--- src/rtl/pit_pkg.sv ---
package pit_pkg;

  localparam int DATA_W = 16;
  localparam int PRE_W  = 4;
  localparam int PSC_W  = 1 << PRE_W;
  localparam int ADDR_W = 3;

  localparam logic [ADDR_W-1:0] OFF_CTRL = 3'd0;
  localparam logic [ADDR_W-1:0] OFF_MOD  = 3'd2;
  localparam logic [ADDR_W-1:0] OFF_CNT  = 3'd4;

  // control bit positions (software visible)
  localparam int B_EN   = 0;
  localparam int B_RLD  = 1;
  localparam int B_FLAG = 2;
  localparam int B_IE   = 3;
  localparam int B_OVW  = 4;
  localparam int B_DBG  = 5;
  localparam int B_DOZE = 6;
  localparam int B_PRE  = 8;

  typedef struct packed {
    logic [PRE_W-1:0] pre;
    logic             doze;
    logic             dbg;
    logic             ovw;
    logic             ie;
    logic             rld;
    logic             en;
  } pit_cfg_t;

  // last value of the prescale counter: 2*2^pre - 1
  function automatic logic [PSC_W-1:0] pit_terminal(input logic [PRE_W-1:0] pre);
    logic [PRE_W:0] sh;
    sh = {1'b0, pre} + 1'b1;
    return ~({PSC_W{1'b1}} << sh);
  endfunction

  // value the counter is loaded with on reload, wrap or restart
  function automatic logic [DATA_W-1:0] pit_limit(input logic rld,
                                                  input logic [DATA_W-1:0] modulus);
    return rld ? modulus : {DATA_W{1'b1}};
  endfunction

  function automatic pit_cfg_t pit_unpack(input logic [DATA_W-1:0] w);
    pit_cfg_t c;
    c.en   = w[B_EN];
    c.rld  = w[B_RLD];
    c.ie   = w[B_IE];
    c.ovw  = w[B_OVW];
    c.dbg  = w[B_DBG];
    c.doze = w[B_DOZE];
    c.pre  = w[B_PRE +: PRE_W];
    return c;
  endfunction

  function automatic logic [DATA_W-1:0] pit_pack(input pit_cfg_t c, input logic flag);
    logic [DATA_W-1:0] w;
    w = '0;
    w[B_EN]            = c.en;
    w[B_RLD]           = c.rld;
    w[B_FLAG]          = flag;
    w[B_IE]            = c.ie;
    w[B_OVW]           = c.ovw;
    w[B_DBG]           = c.dbg;
    w[B_DOZE]          = c.doze;
    w[B_PRE +: PRE_W]  = c.pre;
    return w;
  endfunction

endpackage

--- src/rtl/pit_ctrl_reg.sv ---
module pit_ctrl_reg
  import pit_pkg::*;
(
  input  logic     clk,
  input  logic     rst_n,
  input  logic     wr_ctrl,
  input  pit_cfg_t cfg_in,
  input  logic     flag_clr_bit,
  input  logic     expire,
  output pit_cfg_t cfg,
  output logic     flag,
  output logic     restart
);

  // restart only when the enable or the prescaler select actually changes
  assign restart = wr_ctrl && ((cfg_in.en != cfg.en) || (cfg_in.pre != cfg.pre));

  always_ff @(posedge clk or negedge rst_n) begin
    if (!rst_n) begin
      cfg <= '0;
    end else if (wr_ctrl) begin
      cfg <= cfg_in;
    end
  end

  // set by expiry, cleared by write-one; expiry has priority
  always_ff @(posedge clk or negedge rst_n) begin
    if (!rst_n) begin
      flag <= 1'b0;
    end else if (expire) begin
      flag <= 1'b1;
    end else if (wr_ctrl && flag_clr_bit) begin
      flag <= 1'b0;
    end
  end

endmodule

--- src/rtl/pit_prescaler.sv ---
module pit_prescaler
  import pit_pkg::*;
#(
  parameter int P_W = PRE_W,
  parameter int C_W = PSC_W
) (
  input  logic           clk,
  input  logic           rst_n,
  input  logic           run,
  input  logic [P_W-1:0] pre,
  input  logic           restart,
  output logic           tick
);

  logic [C_W-1:0] phase;
  logic           at_term;

  assign at_term = (phase == pit_terminal(pre));
  assign tick    = run && at_term && !restart;

  always_ff @(posedge clk or negedge rst_n) begin
    if (!rst_n) begin
      phase <= '0;
    end else if (restart || !run || at_term) begin
      phase <= '0;
    end else begin
      phase <= phase + 1'b1;
    end
  end

endmodule

--- src/rtl/pit_counter.sv ---
module pit_counter
  import pit_pkg::*;
#(
  parameter int W = DATA_W
) (
  input  logic         clk,
  input  logic         rst_n,
  input  logic         wr_mod,
  input  logic [W-1:0] wdata,
  input  logic         ovw,
  input  logic         rld,
  input  logic         restart,
  input  logic         restart_rld,
  input  logic         tick,
  output logic [W-1:0] count,
  output logic [W-1:0] modulus,
  output logic         expire,
  output logic         ovw_load
);

  assign expire   = tick && (count == '0);
  assign ovw_load = wr_mod && ovw;

  always_ff @(posedge clk or negedge rst_n) begin
    if (!rst_n) begin
      modulus <= '1;
    end else if (wr_mod) begin
      modulus <= wdata;
    end
  end

  always_ff @(posedge clk or negedge rst_n) begin
    if (!rst_n) begin
      count <= '1;
    end else if (restart) begin
      count <= pit_limit(restart_rld, modulus);
    end else if (ovw_load) begin
      count <= wdata;
    end else if (expire) begin
      count <= pit_limit(rld, modulus);
    end else if (tick) begin
      count <= count - 1'b1;
    end
  end

endmodule

--- src/rtl/pit_timer.sv ---
module pit_timer
  import pit_pkg::*;
(
  input  logic              clk,
  input  logic              rst_n,
  input  logic [ADDR_W-1:0] bus_addr,
  input  logic              bus_we,
  input  logic [DATA_W-1:0] bus_wdata,
  output logic [DATA_W-1:0] bus_rdata,
  output logic              irq_out
);

  pit_cfg_t          cfg;
  pit_cfg_t          cfg_in;
  logic              flag;
  logic              restart;
  logic              tick;
  logic              expire;
  logic              ovw_load;
  logic [DATA_W-1:0] count;
  logic [DATA_W-1:0] modulus;
  logic              wr_ctrl;
  logic              wr_mod;

  // named internal events for the checker
  logic cfg_en, cfg_rld, cfg_ie;
  assign cfg_en  = cfg.en;
  assign cfg_rld = cfg.rld;
  assign cfg_ie  = cfg.ie;

  assign wr_ctrl = bus_we && (bus_addr == OFF_CTRL);
  assign wr_mod  = bus_we && (bus_addr == OFF_MOD);
  assign cfg_in  = pit_unpack(bus_wdata);

  pit_ctrl_reg u_ctrl (
    .clk          (clk),
    .rst_n        (rst_n),
    .wr_ctrl      (wr_ctrl),
    .cfg_in       (cfg_in),
    .flag_clr_bit (bus_wdata[B_FLAG]),
    .expire       (expire),
    .cfg          (cfg),
    .flag         (flag),
    .restart      (restart)
  );

  pit_prescaler #(.P_W(PRE_W), .C_W(PSC_W)) u_psc (
    .clk     (clk),
    .rst_n   (rst_n),
    .run     (cfg.en),
    .pre     (cfg.pre),
    .restart (restart),
    .tick    (tick)
  );

  pit_counter #(.W(DATA_W)) u_cnt (
    .clk         (clk),
    .rst_n       (rst_n),
    .wr_mod      (wr_mod),
    .wdata       (bus_wdata),
    .ovw         (cfg.ovw),
    .rld         (cfg.rld),
    .restart     (restart),
    .restart_rld (cfg_in.rld),
    .tick        (tick),
    .count       (count),
    .modulus     (modulus),
    .expire      (expire),
    .ovw_load    (ovw_load)
  );

  always_comb begin
    case (bus_addr)
      OFF_CTRL: bus_rdata = pit_pack(cfg, flag);
      OFF_MOD:  bus_rdata = modulus;
      OFF_CNT:  bus_rdata = count;
      default:  bus_rdata = '0;
    endcase
  end

  assign irq_out = flag & cfg.ie;

endmodule

--- config.mk ---
export PLATFORM = sky130hd
export DESIGN_NAME = pit_timer
export DESIGN_NICKNAME = d
export VERILOG_FILES = /design/src/rtl/pit_pkg.sv /design/src/rtl/pit_ctrl_reg.sv /design/src/rtl/pit_prescaler.sv /design/src/rtl/pit_counter.sv /design/src/rtl/pit_timer.sv
export SDC_FILE = /design/constraint.sdc
export NUM_CORES = 1
export LEC_CHECK = 0
export CORE_ASPECT_RATIO = 1.1
export CORE_MARGIN = 2
export CORE_UTILIZATION = 36
export DETAILED_ROUTE_END_ITERATION = 8
export HOLD_SLACK_MARGIN = 0.06
export SYNTH_ARGS = -nofsm -noshare
export SYNTH_HDL_FRONTEND = slang
export SYNTH_HIERARCHICAL = 1
export SYNTH_SLANG_ARGS = --single-unit
--- constraint.sdc ---
create_clock -name clk -period 4.35 [get_ports clk]
set_input_delay 0.87 -clock clk [delete_from_list [all_inputs] [get_ports clk]]
set_output_delay 0.87 -clock clk [all_outputs]
set_load 0.01 [all_outputs]
==> results.md <==
* Status: completed
* Routed wire length at 12.6 mm
* CP endpoint: u_cnt/count[0]
* Dominant cell type by area after synthesis: dfstp_2
* Setup WS pre-CTS at 0.439 ns
* Drt pass-1 iters at 5
* Initial Util at 0.369
* Hold_sp: u_ctrl/cfg[4]
* ANT cells at 0
* Skew-Pair Late Insertion Delay at roughly 0.33 ns
* Fin crit period at about 3.9 ns
* Pint at roughly 1.4 mW
* Finished Layout Cells at 685
* Register area at roughly 1500 sq um
* Ys async rst share at 1.00
* Detailed Route Iter0 Violations at 297
* Worst path required time at between 4 and 5 ns
* Area share of the largest cell type after synthesis at 0.188
* Max stage delay cell, worst path: or3_1
* Pins Over Slew Limit at 0
* Power share of the clock group at 0.332
* CTS tree: built
* Crit-path cells: ha_1, ha_1, nand2b_1, o21ai_2, mux2i_1, o2111a_2, and3_1, nand4b_1, or3_1, o41a_1, o32a_1
* Setup TNS Final at 0 ns
* Synth cell types at 80
* Pleak at 2.03 nW
* CP top delay family: simple AND/OR/NAND/NOR gates
* Critical Path Max Stage Delay at 0.56 ns
* Crit path max fanout at 17
* IO buf count at 38
* Cell count after placement at ~670
* Final Power at 2.06 mW
* Period utilisation layout at 0.902
* DP HPWL at between 8 and 9 mm
* Origin of the worst setup path: u_ctrl/cfg[6]
* Multi-input combinational cell area at 2740 sq um
* Highest clock rate at 255 MHz
* Power per cell area at 390 nW/um^2
* Crit path buf inv count at 0
* Die height at 121 um
* CP endpoint kind: flop
* Syn nets at 522
* Max-cap viol count at 0
* First-pass GRT wire length at roughly 21 mm
* Switching share of power at 0.321
* Clk buf depth at 2
* Die area at 13300 sq um
* Flop2flop setup slack at 0.43 ns
* Max_slew headroom at 0.383
* Syn avg cell area at 9.04 sq um
* CTS sink cnt at 59
* RSZ-0062 raised after global routing: no
* Worst setup margin at about 0.43 ns
* Final Hold Viols at 0
* Setup violators final at 0
* GRT Total Usage at 0.203
* Largest net degree at the start of global routing at slightly above 40
* Post-route ant nets at 0
* Cell mode on critical path: ha_1
* Area Growth Syn to Fin at 18.4%
* Core area at 12100 sq um
* Root buffer cell: clkbuf_16
* Logic pwr share at 0.262
* Placed Instance Area at 5000 sq um
* Average wire per standard cell at about 18 um
* CTS buffer count at 9
* Critical R2R Capture: u_cnt/count[0]
* RR Startpoint: u_ctrl/cfg[6]
* Commonest non-fill, non-tap cell in the layout: nor2_1
* Worst Hold Class: flop to flop
* Crit path depth at 11
* WP data arrival at 4.18 ns
* Share of cells above drive strength 1 at 0.215
* Reg clk slew, reported paths at 0.05 ns
* Hold buffers post-CTS at 0
* Worst Tran Pin Value at 0.926 ns
* Post-Syn Area at approximately 4500 sq um
* Synth area leaders: dfstp_2 (19%), dfrtp_1 (15%), mux2_2 (5.3%)
* Row cnt at 42
* Kind of critical path: flop to flop
* Nets at 554
* Final setup skew at ~0.0064 ns
* Vias in the first global route at 3924
* R2R cell count at 11
* Yosys warning count at 6
* Die Wd at ~110 um
* Sequential share of power at 0.406
* Seq/Total Area, Yosys at 0.340
* Synthesized flop and latch total at 59
* Worst setup SP type: flop
* Fillers at 1216
* Gr ovfl total at 0
* Top_reg_cell synth: dfstp_2
* Via count at 3959
* GP Congestion at 0.912
* Drt drc at 0
* VDD IR max at 424 uV
* Net Switching at about 0.66 mW
* Post-CTS setup buffer count at 0
* Ports at 39
* Final instance area at 5290 sq um
* EDFF count, synth at 0
* Post-Synthesis Cells at 494
* PostCTS Resize Cnt at 0
* Vias/cell at 5.78
* Initial antenna violation count at 0
* Most frequent cells in the layout: nor2_1 (44), clkdlybuf4s50_1 (37), dfstp_2 (32)
* H-tree depth at 3
[sequential cells by signal (all words and copies together), names as in the netlist]
name	cells
u_ctrl/cfg	10
u_psc/phase	16
u_cnt/modulus	16
u_ctrl/flag	1
u_cnt/count	16
[metrics by stage]
step | util | hold slack (ns)
3_5_place_dp | 0.414 | 0.473
6_report | 0.437 | 0.485
4_1_cts | 0.437 | 0.485
3_3_place_gp | 0.414 | 0.465
2_1_floorplan | - | 0.450
5_1_grt | 0.437 | 0.505
[area by class of cell]
cell class,instances,area share
multi-input cells,388,0.519
flip-flops and latches,59,0.287
repair buffers,54,0.0937
clock buffers,11,0.0440
well taps,154,0.0364
clock inverters,5,0.0102
inverters,14,0.00994
[logic make-up (layout without fill, tap and decap cells)]
kind of cell / Yosys count / count (layout) / synth area share
flip-flops: 59 / 59 / 0.340
AND/OR/NAND/NOR: 186 / 186 / 0.234
AO/OA/AOI/OAI: 139 / 139 / 0.229
XOR/XNOR: 26 / 26 / 0.0510
multiplexers: 31 / 31 / 0.0785
adder cells (fa/ha/maj): 6 / 6 / 0.0168
buffers and inverters: 47 / 84 / 0.0510
[cell usage after synthesis, types with 3 or more instances]
library cell / count
nor2_1: 44
buf_2: 7
o32ai_1: 3
nand4_1: 3
a21o_1: 3
nor4_1: 5
a211oi_2: 8
nand3_1: 18
o211ai_1: 3
a21oi_1: 26
o21ai_0: 23
a311oi_1: 6
a211oi_1: 18
buf_6: 4
inv_1: 13
nand2b_1: 20
and3_1: 13
o22ai_1: 8
dfstp_2: 32
xnor2_1: 15
and4_1: 3
a31oi_1: 5
xor2_1: 11
mux2_1: 7
a22oi_1: 6
ha_1: 6
mux2_2: 21
nor2b_1: 11
nand2_1: 29
dfrtp_1: 27
and2b_1: 3
nor3_1: 10
clkbuf_1: 19
[power groups by stage]
stage / combinational (mW) / clock [mW] / sequential [mW]
floorplan: 0.409 / 0 / 0.791
global placement: 0.526 / 0 / 0.842
detailed placement: 0.537 / 0 / 0.845
CTS: 0.540 / 0.713 / 0.837
global route: 0.600 / 0.738 / 0.857
finish: 0.541 / 0.685 / 0.837
[worst min path at each step]
| stage | endpoint | slack, ns | cells after the start |
|---|---|---|---|
| after CTS | u_ctrl/cfg[4] | 0.49 | 1 |
| final | u_ctrl/cfg[4] | 0.49 | 1 |
| after floorplan | u_ctrl/cfg[4] | 0.45 | 1 |
| after detailed placement | u_ctrl/cfg[4] | 0.47 | 1 |
| after global placement | u_ctrl/cfg[4] | 0.47 | 1 |
| after global routing | u_ctrl/cfg[4] | 0.51 | 1 |
[routing by layer]
metal | track usage | part of all wire | vias up
li1 | - | - | 1908
met1 | 0.251 | 0.43 | 1922
met2 | 0.340 | 0.50 | 104
met3 | 0.0367 | 0.041 | 25
met4 | 0.0914 | 0.028 | 0
met5 | 0 | 0 | -
No activity file was read; power rests on OpenSTA's default activity.
